===== src/rtl/hp_concat_pkg.sv =====
package hp_concat_pkg;

    typedef enum logic [1:0] {
        PH_HEAD = 2'd0,
        PH_BODY = 2'd1,
        PH_TAIL = 2'd2
    } phase_t;

endpackage


===== src/rtl/hp_sym_mask.sv =====
module hp_sym_mask #(
    parameter int DATA_W = 32,
    parameter int SYM_W  = 8,
    parameter int KW     = 3
) (
    input  logic [KW-1:0]     keep,
    output logic [DATA_W-1:0] mask
);
    localparam int NSYM = DATA_W / SYM_W;

    // One lane per symbol: a lane stays open when its index is below keep.
    for (genvar i = 0; i < NSYM; i++) begin : g_lane
        assign mask[DATA_W-1-i*SYM_W -: SYM_W] = {SYM_W{(KW'(i) < keep)}};
    end

endmodule


===== src/rtl/hp_seam_shift.sv =====
module hp_seam_shift #(
    parameter int DATA_W = 32,
    parameter int SYM_W  = 8,
    parameter int CW     = 2
) (
    input  logic [DATA_W-1:0] carry_q,
    input  logic [DATA_W-1:0] word,
    input  logic [CW-1:0]     held,
    output logic [DATA_W-1:0] joined,
    output logic [DATA_W-1:0] carry_d
);
    localparam int NSYM = DATA_W / SYM_W;
    localparam int SH_W = $clog2(DATA_W + 1) + 1;

    logic [SH_W-1:0] sh_in;
    logic [SH_W-1:0] sh_out;

    // held symbols sit left-aligned in carry_q; the new word slides right behind them
    always_comb begin
        sh_in   = SH_W'(held) * SH_W'(SYM_W);
        sh_out  = (SH_W'(NSYM) - SH_W'(held)) * SH_W'(SYM_W);
        joined  = carry_q | (word >> sh_in);
        carry_d = word << sh_out;
    end

endmodule


===== src/rtl/hp_concat.sv =====
module hp_concat
    import hp_concat_pkg::*;
#(
    parameter int DATA_W  = 32,
    parameter int SYM_W   = 8,
    parameter int EMPTY_W = ((DATA_W / SYM_W) > 1) ? $clog2(DATA_W / SYM_W) : 1
) (
    input  logic               clk,
    input  logic               rst,
    input  logic               hdr_valid,
    output logic               hdr_ready,
    input  logic [DATA_W-1:0]  hdr_data,
    input  logic               hdr_sop,
    input  logic               hdr_eop,
    input  logic [EMPTY_W-1:0] hdr_empty,
    input  logic               pay_valid,
    output logic               pay_ready,
    input  logic [DATA_W-1:0]  pay_data,
    input  logic               pay_eop,
    input  logic [EMPTY_W-1:0] pay_empty,
    output logic               out_valid,
    input  logic               out_ready,
    output logic [DATA_W-1:0]  out_data,
    output logic               out_sop,
    output logic               out_eop,
    output logic [EMPTY_W-1:0] out_empty
);
    localparam int NSYM = DATA_W / SYM_W;
    localparam int KW   = EMPTY_W + 1;
    localparam logic [KW-1:0] FULL_K = KW'(NSYM);

    phase_t             phase_q, phase_d;
    logic [DATA_W-1:0]  carry_q, carry_d;
    logic [EMPTY_W-1:0] held_q,  held_d;
    logic               sop_pend_q, sop_pend_d;

    logic               hdr_partial;
    logic               pay_spill;
    logic               hdr_fire, pay_fire;
    logic [DATA_W-1:0]  joined, shift_carry;
    logic [KW-1:0]      hdr_keep, out_keep;
    logic [DATA_W-1:0]  hdr_mask, out_mask;
    logic [DATA_W-1:0]  raw_data;

    assign hdr_partial = hdr_eop && (hdr_empty != '0);
    assign pay_spill   = pay_eop && (held_q > pay_empty);
    assign hdr_fire    = hdr_valid && hdr_ready;
    assign pay_fire    = pay_valid && pay_ready;
    assign hdr_keep    = FULL_K - {1'b0, hdr_empty};
    assign out_keep    = out_eop ? (FULL_K - {1'b0, out_empty}) : FULL_K;
    assign out_data    = raw_data & out_mask;

    hp_seam_shift #(.DATA_W(DATA_W), .SYM_W(SYM_W), .CW(EMPTY_W)) u_shift (
        .carry_q (carry_q),
        .word    (pay_data),
        .held    (held_q),
        .joined  (joined),
        .carry_d (shift_carry)
    );

    hp_sym_mask #(.DATA_W(DATA_W), .SYM_W(SYM_W), .KW(KW)) u_hdr_mask (
        .keep (hdr_keep),
        .mask (hdr_mask)
    );

    hp_sym_mask #(.DATA_W(DATA_W), .SYM_W(SYM_W), .KW(KW)) u_out_mask (
        .keep (out_keep),
        .mask (out_mask)
    );

    // State register
    always_ff @(posedge clk) begin
        if (rst) begin
            phase_q    <= PH_HEAD;
            carry_q    <= '0;
            held_q     <= '0;
            sop_pend_q <= 1'b0;
        end else begin
            phase_q    <= phase_d;
            carry_q    <= carry_d;
            held_q     <= held_d;
            sop_pend_q <= sop_pend_d;
        end
    end

    // Transitions: HEAD_DONE, BODY_DONE, BODY_SPILL, TAIL_DONE
    always_comb begin
        phase_d    = phase_q;
        carry_d    = carry_q;
        held_d     = held_q;
        sop_pend_d = sop_pend_q;
        unique case (phase_q)
            PH_HEAD: begin
                if (hdr_fire && hdr_eop) begin
                    phase_d = PH_BODY;
                    if (hdr_partial) begin
                        carry_d    = hdr_data & hdr_mask;
                        held_d     = EMPTY_W'(hdr_keep);
                        sop_pend_d = hdr_sop;
                    end else begin
                        carry_d    = '0;
                        held_d     = '0;
                        sop_pend_d = 1'b0;
                    end
                end
            end
            PH_BODY: begin
                if (pay_fire) begin
                    sop_pend_d = 1'b0;
                    carry_d    = shift_carry;
                    if (pay_eop && pay_spill) begin
                        phase_d = PH_TAIL;
                        held_d  = held_q - pay_empty;
                    end else if (pay_eop) begin
                        phase_d = PH_HEAD;
                        held_d  = '0;
                        carry_d = '0;
                    end
                end
            end
            PH_TAIL: begin
                if (out_ready) begin
                    phase_d = PH_HEAD;
                    held_d  = '0;
                    carry_d = '0;
                end
            end
            default: phase_d = PH_HEAD;
        endcase
    end

    // Outputs
    always_comb begin
        hdr_ready = 1'b0;
        pay_ready = 1'b0;
        out_valid = 1'b0;
        out_sop   = 1'b0;
        out_eop   = 1'b0;
        out_empty = '0;
        raw_data  = '0;
        unique case (phase_q)
            PH_HEAD: begin
                hdr_ready = out_ready;
                out_valid = hdr_valid && !hdr_partial;
                out_sop   = hdr_sop;
                raw_data  = hdr_data;
            end
            PH_BODY: begin
                pay_ready = out_ready;
                out_valid = pay_valid;
                out_sop   = sop_pend_q;
                raw_data  = joined;
                out_eop   = pay_eop && !pay_spill;
                out_empty = (pay_eop && !pay_spill) ? (pay_empty - held_q) : '0;
            end
            PH_TAIL: begin
                out_valid = 1'b1;
                out_eop   = 1'b1;
                raw_data  = carry_q;
                out_empty = EMPTY_W'(FULL_K - {1'b0, held_q});
            end
            default: ;
        endcase
    end

    // Assertions
    assert_excl_ready_R2: assert property (@(posedge clk) disable iff (rst)
        !(hdr_ready && pay_ready));

    assert_head_closed_R2: assert property (@(posedge clk) disable iff (rst)
        (hdr_valid && hdr_ready && hdr_eop) |=> !hdr_ready);

    assert_hold_state_R7: assert property (@(posedge clk) disable iff (rst)
        !out_ready |=> ($stable(phase_q) && $stable(held_q) && $stable(carry_q)));

    assert_mid_empty_R4: assert property (@(posedge clk) disable iff (rst)
        (out_valid && !out_eop) |-> (out_empty == '0));

    assert_end_rearm_R4: assert property (@(posedge clk) disable iff (rst)
        (out_valid && out_ready && out_eop) |=> (phase_q == PH_HEAD && held_q == '0));

    assert_no_mid_sop_R1: assert property (@(posedge clk) disable iff (rst)
        (out_valid && out_ready && !out_eop) |=> !(out_valid && out_sop));

endmodule


===== config.mk =====
export PLATFORM = sky130hd
export DESIGN_NAME = hp_concat
export DESIGN_NICKNAME = d
export VERILOG_FILES = /design/src/rtl/hp_concat_pkg.sv /design/src/rtl/hp_sym_mask.sv /design/src/rtl/hp_seam_shift.sv /design/src/rtl/hp_concat.sv
export SDC_FILE = /design/constraint.sdc
export NUM_CORES = 1
export LEC_CHECK = 0
export ABC_AREA = 1
export CORE_MARGIN = 2
export CORE_UTILIZATION = 44
export DETAILED_ROUTE_END_ITERATION = 6
export GPL_TIMING_DRIVEN = 0
export HOLD_SLACK_MARGIN = 0.05
export PLACE_DENSITY = 0.78
export SYNTH_ARGS = -nofsm -noshare
export SYNTH_HDL_FRONTEND = slang
export SYNTH_SLANG_ARGS = --single-unit

===== constraint.sdc =====
create_clock -name clk -period 3.1 [get_ports clk]
set_input_delay 0.62 -clock clk [delete_from_list [all_inputs] [get_ports clk]]
set_output_delay 0.62 -clock clk [all_outputs]
set_load 0.05 [all_outputs]

==> run summary <==
Hold Path Stages: 4
CP Capture Type: output port
Gate power share: 69.2%
Core ar.: 0.00872 sq mm
Worst slew margin: 53.3%
Remaining antenna violation count after routing: 0
Crit path kind: register to output port
Syn avg cell area: 5.17 sq um
Per-cell routed wire length: 17.5 microns
Register area: 747 sq um
Antenna Cells: 0
Placed inst area: 0.00553 sq mm
DP HPWL: 13.3 mm
Required time of the critical path: 2480 ps
Clk_lat worst skew: 300 ps
GRT overflow: 0
Yosys warnings: 0
Library cells used by synthesis: 30
Vias/cell: 5.51
CP startpoint kind: register
P&R area growth vs syn: 52.4%
Syn Inst Count: 767
Die height: 99.0 microns
FF-to-FF setup slack: 810 ps
Setup Viol. Count Final: 32
DP Worst Slack: -1480 ps
GRT Total Usage: 35.7%
Filler cell count: 757
Syn nets: 856
DIE WIDTH: 99.0 microns
Sequential share of power: 16.8%
Worst-path clk slew: 80 ps
Sequential share of the synthesized area: 18.7%
Clock sinks: 37
Final Skew: 5.81 ps
Status: finished, violations left
PnR worst setup slack: -244 ps
CTS Buf Count: 5
FP Rows: 34
Hold-critical path endpoint: carry_q[6]$_SDFFE_PP0P_
Min Clock Period, post-route: 3340 ps
DR DRC count: 0
FF-to-FF End: carry_q[30]$_SDFFE_PP0P_
RSZ-0062 raised after global routing: true
Number of global-route vias before repair: 5,553
Pre-Repair DR Iteration Count: 5
Boundary Pins: 115
Worst EP arrival: 2720 ps
Post-route cell area: 0.00605 sq mm
Die area: 0.00979 sq mm
Max-cap violations: 0
Footprint of the multi-input gates: 0.00311 sq mm
Via count: 5,596
Final hold violations: 0
Clock tree from TritonCTS: built
Worst reg2reg path depth: 12
Clock root buffer: clkbuf_8
Clock power frac: 14.1%
Final period utilization: 108%
Violated checks: setup timing
Crit-path max FO: 8
Peak supply drop: 0.343 mV
Net Sw Frac: 52.3%
Worst hold path class: register to register
Slew @ Worst Pin: 701 ps
Initial Util: 45.5%
P_leak: 3.12 nW
P_int: 0.00180 W
1st-iter DRT viols: 423
Clock Path Buffers: 2
HP Start: carry_q[6]$_SDFFE_PP0P_
FMAX: 299 MHz
Worst r2r src: held_q[1]$_SDFFE_PP0P_
Share of cells above drive strength 1: 16.5%
Largest net degree at the start of global routing: 18
Count of pins over their slew limit: 0
GP Congestion: 1.04
Initial antenna violation count: 0
Htree depth: 2
Synthesized area: 0.00397 sq mm
Cell area power density: 625 mW/mm^2
First-pass GRT wire length: 27.5 mm
Nets: 995
DRT Wirelength: 17.8 mm
Buffers on Ports: 113
Synth Register Bits: 37
P_sw: 0.00198 W
## what timing repair did
| action | CTS | global route |
|---|---|---|
| resized for setup | 268 | 10 |
| setup buffers | 14 | 6 |
| pin swaps | 17 | 6 |
| endpoints found under the setup margin | 38 | 35 |
| gates cloned | 1 | 0 |
| hold buffers | 0 | 0 |
## per-stage QoR
stage | utilization [%] | total power [W] | hold WS (ps) | setup TNS [ps] | cells
final | 69.4 | 0.00378 | 515 | -6060 | 1015
after global routing | 69.4 | 0.00400 | 539 | -8290 | 1015
after CTS | 68.5 | 0.00370 | 515 | -6340 | 1009
after detailed placement | 63.4 | 0.00304 | 500 | -41700 | 988
after global placement | 63.4 | 0.00299 | 489 | -40090 | 988
after floorplan | - | 0.00229 | 477 | -3860 | 767
## flip-flops by register name, summed over array words and instances, names as in the netlist
signal      count
carry_q        32
held_q          2
phase_q         2
sop_pend_q      1
## layer usage
layer / wire length (microns) / global-route usage [%] / part of all wire [%]
met1: 6920 / 44.2 / 39
met2: 8240 / 60.2 / 46
met3: 1670 / 4.82 / 9.4
met4: 952 / 18.1 / 5.4
met5: 0 / 0 / 0
## Yosys cell counts (all sizes together)
cell      n  area share (%)
a21oi    15             2.0
dfxtp    37              19
a22oi    24             4.5
nand3b    2            0.47
o211ai   12             2.3
o22ai     1            0.16
xnor2     1            0.22
nand2   362              34
inv      78             7.4
clkbuf   15             1.4
nor2    106              11
clkinv    4            0.38
buf      21             3.1
o21bai    1            0.19
fa        1            0.50
ha       12             3.8
nand3    33             4.2
nor3      7            0.88
nand4     9             1.4
o21ai    26             3.5
## cells in the final DEF (no fill, tap or decap), types with 2 or more instances in the layout
cell,n
nand2_1,357
nor2_1,85
clkdlybuf4s50_1,73
inv_1,66
dfxtp_1,34
buf_6,30
nand3_1,28
a22oi_1,24
o21ai_0,23
nor2_4,19
buf_2,15
buf_4,15
clkbuf_1,13
o211ai_1,12
inv_2,10
a21oi_4,10
nand4_1,9
ha_1,8
nor3_1,7
clkbuf_8,6
buf_8,6
buf_12,6
a21oi_1,5
nand3_2,5
dlygate4sd2_1,5
clkinv_1,3
ha_4,3
nand2_4,2
nand2_2,2
o21ai_4,2
nor2_2,2
bufinv_16,2
dfxtp_2,2
clkbuf_2,2
## logic make-up (layout without fill, tap and decap cells)
| kind of cell | after synthesis | in the layout | share of synthesized area (%) |
|---|---|---|---|
| AO/OA/AOI/OAI | 79 | 79 | 12.6 |
| XOR/XNOR | 1 | 1 | 0.221 |
| adder cells (fa/ha/maj) | 13 | 13 | 4.29 |
| buffers and inverters | 118 | 257 | 12.2 |
| flip-flops | 37 | 37 | 18.7 |
| AND/OR/NAND/NOR | 519 | 520 | 52.0 |
## worst max-delay path, stage by stage (launching register included)
cell and delay (ps):
dfxtp_2 340, buf_6 130, inv_8 60, ha_4 110, inv_2 30, fa_2 370
nand2_2 100, nand3b_1 150, o21ai_4 110, inv_2 60, ha_4 230, nand3b_4 190
nor2_4 150, buf_12 180, nor2_4 60, buf_8 140
## worst max-delay path by stage
stage / startpoint / end / slack (ps) / depth (start not counted)
finish: held_q[0]$_SDFFE_PP0P_ / out_data[27] / -240 / 15
global route: held_q[0]$_SDFFE_PP0P_ / out_data[29] / -310 / 15
CTS: held_q[0]$_SDFFE_PP0P_ / out_data[29] / -280 / 15
detailed placement: pay_empty[0] / out_data[29] / -1480 / 13
global placement: pay_empty[0] / out_data[24] / -1440 / 13
floorplan: pay_empty[0] / out_data[24] / -230 / 11
## area by class of cell
cell class	instances	share of cell area, %
clock inverters	3	1.14
inverters	82	5.48
repair buffers	133	23.1
multi-input cells	613	51.4
clock buffers	5	1.14
flip-flops and latches	37	12.4
well taps	108	2.23
plain buffers	34	3.17
## power groups by stage
| stage | combinational (W) | clock, W | sequential, W |
|---|---|---|---|
| floorplan | 0.00167 | 0 | 0.000624 |
| global placement | 0.00236 | 0 | 0.000636 |
| detailed placement | 0.00240 | 0 | 0.000639 |
| CTS | 0.00254 | 0.000531 | 0.000632 |
| global route | 0.00281 | 0.000549 | 0.000642 |
| finish | 0.00262 | 0.000531 | 0.000634 |
(Power assumes the default switching activity.)
